**src/rtl/flash_ctl_pkg.sv**
```systemverilog
package flash_ctl_pkg;
  typedef enum logic [1:0] {
    OP_IDLE    = 2'd0,
    OP_PROG    = 2'd1,
    OP_PAGE_ER = 2'd2,
    OP_MASS_ER = 2'd3
  } op_e;

  localparam logic [1:0] RA_CMD  = 2'd0;
  localparam logic [1:0] RA_PAGE = 2'd1;
  localparam logic [1:0] RA_STAT = 2'd2;
  localparam logic [1:0] RA_IEN  = 2'd3;
endpackage

```
**src/rtl/flash_dly_timer.sv**
```systemverilog
module flash_dly_timer #(
  parameter int CW = 8
) (
  input  logic          clk_i,
  input  logic          rst_ni,
  input  logic          load_i,
  input  logic [CW-1:0] len_i,
  output logic          busy_o,
  output logic          last_o
);
  logic [CW-1:0] cnt_q;

  always_ff @(posedge clk_i or negedge rst_ni) begin
    if (!rst_ni)            cnt_q <= '0;
    else if (load_i)        cnt_q <= len_i;
    else if (cnt_q != '0)   cnt_q <= cnt_q - CW'(1);
  end

  assign busy_o = (cnt_q != '0);
  assign last_o = (cnt_q == CW'(1));


  tmr_load_chk: assert property (@(posedge clk_i) disable iff (!rst_ni)
    load_i |=> (cnt_q == $past(len_i)));
endmodule

```
**src/rtl/flash_cell_array.sv**
```systemverilog
module flash_cell_array #(
  parameter int PAGE_BYTES = 16,
  parameter int PAGES      = 8,
  parameter int AW         = 7,
  parameter int PW         = 3
) (
  input  logic          clk_i,
  input  logic          rst_ni,
  input  logic          prog_i,
  input  logic [AW-1:0] prog_addr_i,
  input  logic [7:0]    prog_data_i,
  input  logic          page_clr_i,
  input  logic [PW-1:0] page_i,
  input  logic          mass_clr_i,
  input  logic [AW-1:0] rd_addr_i,
  output logic [7:0]    rd_data_o
);
  localparam int TOTAL = PAGE_BYTES * PAGES;

  logic [7:0] mem_q [TOTAL];

  always_ff @(posedge clk_i or negedge rst_ni) begin
    if (!rst_ni) begin
      for (int i = 0; i < TOTAL; i++) mem_q[i] <= 8'hFF;
    end else begin
      for (int i = 0; i < TOTAL; i++) begin
        if (mass_clr_i || (page_clr_i && ((i / PAGE_BYTES) == int'(page_i))))
          mem_q[i] <= 8'hFF;
        else if (prog_i && (int'(prog_addr_i) == i))
          mem_q[i] <= prog_data_i;
      end
    end
  end

  always_comb begin
    rd_data_o = 8'hFF;
    if (int'(rd_addr_i) < TOTAL) rd_data_o = mem_q[rd_addr_i];
  end


  mass_blank_chk: assert property (@(posedge clk_i) disable iff (!rst_ni)
    mass_clr_i |=> (mem_q[0] == 8'hFF && mem_q[TOTAL-1] == 8'hFF));
endmodule

```
**src/rtl/flash_ctl_regs.sv**
```systemverilog
module flash_ctl_regs
  import flash_ctl_pkg::*;
#(
  parameter int PW = 3
) (
  input  logic          clk_i,
  input  logic          rst_ni,
  input  logic          reg_we_i,
  input  logic [1:0]    reg_addr_i,
  input  logic [7:0]    reg_wdata_i,
  input  logic          busy_i,
  input  logic          er_start_i,
  input  logic          er_done_i,
  input  logic          reject_i,
  output logic          pe_cmd_o,
  output logic          me_cmd_o,
  output logic [PW-1:0] page_o,
  output logic          ien_o,
  output logic          done_o,
  output logic          err_o,
  output logic [7:0]    reg_rdata_o
);
  logic [PW-1:0] page_q;
  logic ien_q, done_q, err_q;
  logic wr_cmd, wr_page, wr_stat, wr_ien;
  logic unused_wdata;

  assign wr_cmd  = reg_we_i && (reg_addr_i == RA_CMD);
  assign wr_page = reg_we_i && (reg_addr_i == RA_PAGE);
  assign wr_stat = reg_we_i && (reg_addr_i == RA_STAT);
  assign wr_ien  = reg_we_i && (reg_addr_i == RA_IEN);

  // mass erase wins when both command bits are set
  assign me_cmd_o = wr_cmd && reg_wdata_i[1];
  assign pe_cmd_o = wr_cmd && reg_wdata_i[0] && !reg_wdata_i[1];
  assign unused_wdata = ^reg_wdata_i[7:3];

  always_ff @(posedge clk_i or negedge rst_ni) begin
    if (!rst_ni) begin
      page_q <= '0;
      ien_q  <= 1'b0;
      done_q <= 1'b0;
      err_q  <= 1'b0;
    end else begin
      if (wr_page) page_q <= reg_wdata_i[PW-1:0];
      if (wr_ien)  ien_q  <= reg_wdata_i[0];
      if (er_done_i)                       done_q <= 1'b1;
      else if (er_start_i)                 done_q <= 1'b0;
      else if (wr_stat && reg_wdata_i[0])  done_q <= 1'b0;
      if (reject_i)                        err_q  <= 1'b1;
      else if (wr_stat && reg_wdata_i[2])  err_q  <= 1'b0;
    end
  end

  always_comb begin
    unique case (reg_addr_i)
      RA_PAGE: reg_rdata_o = 8'(page_q);
      RA_STAT: reg_rdata_o = {5'b0, err_q, busy_i, done_q};
      RA_IEN:  reg_rdata_o = {7'b0, ien_q};
      default: reg_rdata_o = 8'h00;
    endcase
  end

  assign page_o = page_q;
  assign ien_o  = ien_q;
  assign done_o = done_q;
  assign err_o  = err_q;


  done_set_chk: assert property (@(posedge clk_i) disable iff (!rst_ni)
    er_done_i |=> done_q);

  err_sticky_chk: assert property (@(posedge clk_i) disable iff (!rst_ni)
    reject_i |=> err_q);
endmodule

```
**src/rtl/flash_seq_ctrl.sv**
```systemverilog
module flash_seq_ctrl
  import flash_ctl_pkg::*;
#(
  parameter int PAGE_BYTES = 16,
  parameter int MAIN_PAGES = 7,
  parameter int PROG_CYC   = 8,
  parameter int PAGE_CYC   = 40,
  parameter int MASS_CYC   = 120,
  localparam int PAGES     = MAIN_PAGES + 1,
  localparam int TOTAL     = PAGE_BYTES * PAGES,
  localparam int AW        = $clog2(TOTAL),
  localparam int PW        = $clog2(PAGES),
  localparam int CW        = $clog2(MASS_CYC + 1)
) (
  input  logic          clk_i,
  input  logic          rst_ni,
  input  logic          fl_req_i,
  input  logic          fl_we_i,
  input  logic [AW-1:0] fl_addr_i,
  input  logic [7:0]    fl_wdata_i,
  output logic [7:0]    fl_rdata_o,
  output logic          wait_o,
  input  logic          reg_we_i,
  input  logic [1:0]    reg_addr_i,
  input  logic [7:0]    reg_wdata_i,
  output logic [7:0]    reg_rdata_o,
  output logic          irq_o
);
  op_e op_q;
  logic pe_cmd, me_cmd, cmd_any, idle;
  logic start_er, start_pg, reject, fin, ack;
  logic tmr_busy, tmr_last;
  logic [CW-1:0] len;
  logic [AW-1:0] pa_q;
  logic [7:0]    pd_q;
  logic [PW-1:0] page_sel, er_page_q;
  logic ien, done, err;

  assign cmd_any  = pe_cmd | me_cmd;
  assign idle     = (op_q == OP_IDLE);
  assign start_er = idle && cmd_any;
  assign start_pg = idle && !cmd_any && fl_req_i && fl_we_i;
  assign reject   = !idle && cmd_any;
  assign fin      = !idle && tmr_last;
  // idle reads are zero-wait; a program releases in its last cycle
  assign ack      = (idle && !cmd_any && fl_req_i && !fl_we_i) ||
                    ((op_q == OP_PROG) && tmr_last);
  assign wait_o   = fl_req_i && !ack;

  always_comb begin
    if (me_cmd)      len = CW'(MASS_CYC);
    else if (pe_cmd) len = CW'(PAGE_CYC);
    else             len = CW'(PROG_CYC);
  end

  always_ff @(posedge clk_i or negedge rst_ni) begin
    if (!rst_ni) begin
      op_q      <= OP_IDLE;
      pa_q      <= '0;
      pd_q      <= '0;
      er_page_q <= '0;
    end else if (start_er) begin
      op_q      <= me_cmd ? OP_MASS_ER : OP_PAGE_ER;
      er_page_q <= page_sel;
    end else if (start_pg) begin
      op_q <= OP_PROG;
      pa_q <= fl_addr_i;
      pd_q <= fl_wdata_i;
    end else if (fin) begin
      op_q <= OP_IDLE;
    end
  end

  flash_dly_timer #(.CW(CW)) u_tmr (
    .clk_i  (clk_i),
    .rst_ni (rst_ni),
    .load_i (start_er | start_pg),
    .len_i  (len),
    .busy_o (tmr_busy),
    .last_o (tmr_last)
  );

  flash_cell_array #(
    .PAGE_BYTES(PAGE_BYTES), .PAGES(PAGES), .AW(AW), .PW(PW)
  ) u_arr (
    .clk_i       (clk_i),
    .rst_ni      (rst_ni),
    .prog_i      (fin && (op_q == OP_PROG)),
    .prog_addr_i (pa_q),
    .prog_data_i (pd_q),
    .page_clr_i  (fin && (op_q == OP_PAGE_ER)),
    .page_i      (er_page_q),
    .mass_clr_i  (fin && (op_q == OP_MASS_ER)),
    .rd_addr_i   (fl_addr_i),
    .rd_data_o   (fl_rdata_o)
  );

  flash_ctl_regs #(.PW(PW)) u_regs (
    .clk_i       (clk_i),
    .rst_ni      (rst_ni),
    .reg_we_i    (reg_we_i),
    .reg_addr_i  (reg_addr_i),
    .reg_wdata_i (reg_wdata_i),
    .busy_i      (!idle),
    .er_start_i  (start_er),
    .er_done_i   (fin && (op_q != OP_PROG)),
    .reject_i    (reject),
    .pe_cmd_o    (pe_cmd),
    .me_cmd_o    (me_cmd),
    .page_o      (page_sel),
    .ien_o       (ien),
    .done_o      (done),
    .err_o       (err),
    .reg_rdata_o (reg_rdata_o)
  );

  assign irq_o = done && ien;

  logic unused_err;
  assign unused_err = err;


  prog_release_chk: assert property (@(posedge clk_i) disable iff (!rst_ni)
    (op_q == OP_PROG && fl_req_i && !wait_o) |=> (op_q == OP_IDLE));

  tmr_sync_chk: assert property (@(posedge clk_i) disable iff (!rst_ni)
    idle |-> !tmr_busy);

  erase_hold_chk: assert property (@(posedge clk_i) disable iff (!rst_ni)
    ((op_q == OP_PAGE_ER || op_q == OP_MASS_ER) && fl_req_i) |-> wait_o);
endmodule

```
**config.mk**
```make
export PLATFORM = sky130hd
export DESIGN_NAME = flash_seq_ctrl
export DESIGN_NICKNAME = d
export VERILOG_FILES = /design/src/rtl/flash_ctl_pkg.sv /design/src/rtl/flash_dly_timer.sv /design/src/rtl/flash_cell_array.sv /design/src/rtl/flash_ctl_regs.sv /design/src/rtl/flash_seq_ctrl.sv
export SDC_FILE = /design/constraint.sdc
export NUM_CORES = 2
export LEC_CHECK = 0
export CAP_MARGIN = 20
export CORE_MARGIN = 2
export CORE_UTILIZATION = 30
export CTS_BUF_LIST = sky130_fd_sc_hd__clkbuf_8
export DETAILED_ROUTE_END_ITERATION = 10
export DONT_BUFFER_PORTS = 1
export PLACE_DENSITY_LB_ADDON = 0.05
export SYNTH_ARGS = -nofsm -noshare
export SYNTH_HDL_FRONTEND = slang
export SYNTH_SLANG_ARGS = --single-unit
```
**constraint.sdc**
```tcl
create_clock -name clk_i -period 3.2 [get_ports clk_i]
set_clock_uncertainty 0.2 [all_clocks]
set_input_delay 0.32 -clock clk_i [delete_from_list [all_inputs] [get_ports clk_i]]
set_output_delay 0.32 -clock clk_i [all_outputs]
set_load 0.03 [all_outputs]
```
## Word level (Yosys, flattened, before mapping)

Index checks and enable logic that the tools add are counted.
W data, S select, Z words.

| operators by class | value |
|---|---|
| bitwise operators | 4 |
| equality and inequality tests | 142 |
| reductions and logical operators | 311 |
| add/sub/neg operators | 1 |
| order comparisons | 1 |
| mux-type cells | 273 |

Operators with widths:

| operator | number |
|---|---|
| $mux W8 | 258 |
| $eq A7 B7 Y1 const B | 64 |
| $reduce_bool A2 Y1 | 130 |
| $eq A7 B6 Y1 const B | 32 |
| $logic_and A1 B1 Y1 | 159 |
| $eq A7 B5 Y1 const B | 16 |
| $bmux W8 S7 | 1 |
| $eq A7 B4 Y1 const B | 8 |
| $eq A7 B3 Y1 const B | 4 |
| $mux W7 | 3 |
| $eq A7 B1 Y1 const B | 2 |
| $eq A7 B2 Y1 const B | 2 |
| $eq A3 B3 Y1 const A | 4 |
| $logic_or A1 B1 Y1 | 9 |
| $pmux W3 S3 | 1 |
| $eq A2 B2 Y1 const B | 4 |
| $ge A8 B8 Y1 const B | 1 |
| $not A7 Y8 | 1 |
| $logic_not A7 Y1 | 1 |
| $reduce_bool A7 Y1 | 1 |
| $sub A7 B1 Y7 const B | 1 |
| $eq A2 B3 Y1 const A | 2 |
| $mux W1 | 6 |
| $mux W2 | 3 |
| 11 further kinds | 19 |

| storage, ports and cells | value |
|---|---|
| input bits | 30 |
| flip-flop bits (word level) | 1057 |
| word-level logic and storage cells | 869 |
| output and inout bits | 18 |

## Logic depth before layout (Yosys ltp)

| depth | value |
|---|---|
| depth after elaboration | 12 |
| mapped depth | 10 |
| depth with buffers taken out | 6 |

## By module

From an unflattened synthesis, not the netlist that was laid out.

| second synthesis, totals | value |
|---|---|
| cell total of the unflattened synthesis | 5285 |
| area total of the unflattened synthesis | 52317.7 um^2 |

By module, submodules not included:

| module | times used | seq. area each (um^2) | area each (um^2) | cells each |
|---|---|---|---|---|
| flash_cell_array | 1 | 26905.8 | 50557.2 | 5139 |
| flash_seq_ctrl | 1 | 500.5 | 892.1 | 62 |
| flash_dly_timer | 1 | 175.2 | 508.0 | 52 |
| flash_ctl_regs | 1 | 150.1 | 360.3 | 32 |

## Worst setup path before layout

Ideal clock, no wire load.

| timing | value |
|---|---|
| path kind | in2out |
| start point | input fl_addr_i[0] |
| end point | output fl_rdata_o[0] |
| data arrival time | 2.785 ns |
| buffers on the path | 2 |
| cell stages on the path | 6 |
| slack | -0.105 ns |
| required time | 2.680 ns |
| cells stage by stage | buf_2 -> buf_1 -> mux4_2 -> mux4_2 -> mux4_2 -> mux2_2 |

| on the way | value |
|---|---|
| word-level cells in the longest chain between the ends | 4 |

Ends and longest elaborated chain:

| item | RTL line | RTL |
|---|---|---|
| start, declared | flash_seq_ctrl.sv:19 | `input logic [AW-1:0] fl_addr_i,` |
| $not A7 Y8 (implied by the code) | flash_cell_array.sv:37 | `if (int'(rd_addr_i) < TOTAL) rd_data_o = mem_q[rd_addr_i];` |
| $bmux W8 S7 | flash_cell_array.sv:37 |  |
| $mux W8 (implied by the code) (2 in a row) | flash_cell_array.sv:37 |  |
| end, declared | flash_seq_ctrl.sv:21 | `output logic [7:0] fl_rdata_o,` |

No other way between the ends. The select of a mux whose other input is x is not followed.

## Final worst setup path

| timing | value |
|---|---|
| start point | register u_arr.mem_q[915] in the netlist's numbering |
| end point | output fl_rdata_o[3] |

| on the way | value |
|---|---|
| word-level cells in the longest chain between the ends | 3 |

Ends and longest elaborated chain:

| item | RTL line | RTL |
|---|---|---|
| start, declared | flash_cell_array.sv:20 | `logic [7:0] mem_q [TOTAL];` |
| start signal, assigned by index | flash_cell_array.sv:30 | `mem_q[i] <= prog_data_i;` |
| $bmux W8 S7 | flash_cell_array.sv:37 |  |
| $mux W8 (implied by the code) (2 in a row) | flash_cell_array.sv:37 |  |

No other way between the ends. The select of a mux whose other input is x is not followed.

==> flow_summary.json <==
{
  "syn_to_final_growth_pct": 14.33,
  "synthArstFlopShare": 1.000,
  "drt_first_pass_iters": 5,
  "synth_warnings": 0,
  "place_area_mm2": 0.05839,
  "synthFlopType": "dfstp_2",
  "nets": 5153,
  "tightest_slew_ps": 1284,
  "h-tree-depth": 4,
  "synth_edf_count": 0,
  "cts_made_buffers": 204,
  "drive_above_1_share": 0.3693,
  "whs_ps": -855.5,
  "grt_pass1_wl_um": 334600,
  "grt_pass1_vias": 47270,
  "grtUsageTotal": 0.2379,
  "setup-tns-final_ps": -5314,
  "layout_commonest_cell": "nand3_1",
  "clock_path_buffers": 3,
  "finalSetupViolCount": 8,
  "drt_wl_total_um": 224700,
  "power_density_mw_per_mm2": 1001,
  "peakVddDrop_v": 0.001405,
  "status": "complete, but fails checks",
  "portBuffers": 0,
  "leakage_nw": 23.54,
  "die_h_um": 432.9,
  "finalCriticalPeriod_ps": 3903,
  "dp_hpwl_um": 104800,
  "rsz0062_at_grt": "yes",
  "ios": 48,
  "cts_hold_buf": 46,
  "antenna_found_initial": 13,
  "wl_per_cell_um": 28.97,
  "root_buffer": "clkbuf_8",
  "worst-setup-path-type": "reg -> out",
  "die_x_um": 432.9,
  "final_cell_area_mm2": 0.06309,
  "post_cts_buffers": 0,
  "timing.rr.start": "op_q[0]",
  "seq_area_frac_synth": 0.5026,
  "p_total_w": 0.06312,
  "crit_required_ps": 2680,
  "start_kind": "register",
  "final_max_slew_viol_count": 0,
  "fmax_mhz": 256.2,
  "hold_path_class": "in -> async",
  "crit_fanout": 2,
  "violations": "hold timing, setup timing",
  "grt_max_degree": 258,
  "critPathLaunch": "u_arr.mem_q[915]",
  "coreArea_mm2": 0.1829,
  "final_cell_mix": "2,052 x nand3_1, 1,031 x o21ai_0, 1,024 x dfstp_2",
  "maxCapViolations": 0,
  "crit_arrival_ps": 3380,
  "rr_worst_depth": 7,
  "fin_util": 0.3450,
  "ant_nets": 0,
  "max_slew_margin": 0.1438,
  "final-hold-violation-count": 122,
  "clk_latency_ps": 930,
  "gp_congestion": 0.7204,
  "viasPerCell": 5.840,
  "vias": 45290,
  "std_cell_rows": 157,
  "netlist_area_mm2": 0.05518,
  "fin_ws_ps": -703.0,
  "synth_cell_types": 50,
  "end_kind": "output port",
  "grt.overflow.total": 0,
  "cts_sinks": 1057,
  "syn_inst": 5434,
  "drt-initial-drc-count": 4276,
  "start_util": 0.3017,
  "die-area_mm2": 0.1874,
  "ys_ff_latch": 1057,
  "cts_tree": "built",
  "drc_errors": 0,
  "min_period_over_period": 1.220,
  "cts.clk_slew.worst_paths_ps": 70,
  "syn_area_per_cell_um2": 10.15
}
metal layers:
layer	wire [µm]	vias to the layer above	track usage
met2	104600	1415	0.3774
met3	11350	370	0.03573
met4	8078	8	0.08822
li1	-	19490	-
met1	100600	24000	0.3281
met5	46	-	0
synthesized netlist by cell type (4+ instances only):
library cell  count  share of area
nand3_1        2053           0.19
o21ai_0        1039          0.094
dfstp_2        1024           0.49
clkbuf_1        697          0.047
mux4_2          336           0.14
buf_2            36         0.0033
dfrtp_1          33          0.015
mux2_2           31         0.0063
buf_1            25         0.0017
nand4_1          19         0.0022
nor4_1           18         0.0020
nor2_1           12        0.00082
nand2_1          10        0.00068
buf_4             9         0.0012
nor3b_1           8         0.0011
nand4b_1          6        0.00095
nand4bb_1         6         0.0012
nor4bb_1          6         0.0011
nor3_1            5        0.00045
and3b_1           4        0.00063
and4b_1           4        0.00073
nor4b_2           4         0.0011
or3b_2            4        0.00063
or4b_2            4        0.00073
final timing paths:
check                                   endpoint  slack, ps
worst min register to register  u_arr.mem_q[641]        300
min in group clk_i                       op_q[0]        140
max in group asynchronous       u_arr.mem_q[278]        460
worst min-delay path                u_regs.ien_o       -860
worst max-delay path               fl_rdata_o[3]       -700
worst max register to register           pa_q[6]        210
through the flow:
stage,std cells,setup slack [ps]
after floorplan,5438,1.414
after global placement,7331,16.58
after detailed placement,7332,25.98
after CTS,7746,-813.6
after global routing,7749,-793.9
final,7754,-703.0
critical path, stage by stage, from the launching register on:
cell,delay (ps)
dfstp_2,380
mux4_2,470
mux4_2,600
mux4_2,590
mux2_4,380
kinds of logic after synthesis:
| family | after synthesis | synth area share |
|---|---|---|
| and+or+nand+nor | 2183 | 0.2030 |
| DFF | 1057 | 0.5026 |
| adders and majority gates | 2 | 0.0004534 |
| buffers and inverters | 771 | 0.05415 |
| muxes | 368 | 0.1436 |
| AOI/OAI and AO/OA | 1050 | 0.09583 |
| xor gates and xnor gates | 2 | 0.0003175 |
| other | 1 | 0.00006796 |
registers in the layout, summed over array words and instances (netlist names), 2 cells and up:
signal and flops:
er_page_q 3, op_q 2, pa_q 7, pd_q 8
u_arr.mem_q 1024, u_regs.page_o 3, u_tmr.cnt_q 7
power breakdown:
part	leakage (nW)	internal [W]	total, W	switching [W]
Combinational	9.98	0.00852	0.0213	0.0128
Clock	2.42	0.00744	0.0139	0.00645
Sequential	11.1	0.0242	0.0279	0.00370
Total	23.5	0.0401	0.0631	0.0230
timing repair:
item,4_1_cts,5_1_grt
endpoints found under the setup margin,8,9
pin swaps,0,0
hold endpoints to repair,699,122
gates resized for setup,8,1
final cells by class:
class | instances | area, µm²
Fill cell | 18260 | 119800
Tap cell | 2464 | 3083
Clock buffer | 268 | 3689
Antenna cell | 7 | 17.52
Clock inverter | 100 | 454.2
Multi-Input combinational cell | 3610 | 24910
Timing Repair Buffer | 246 | 3163
Sequential cell | 1057 | 27760
Inverter | 2 | 7.507
(Power assumes the default switching activity.)
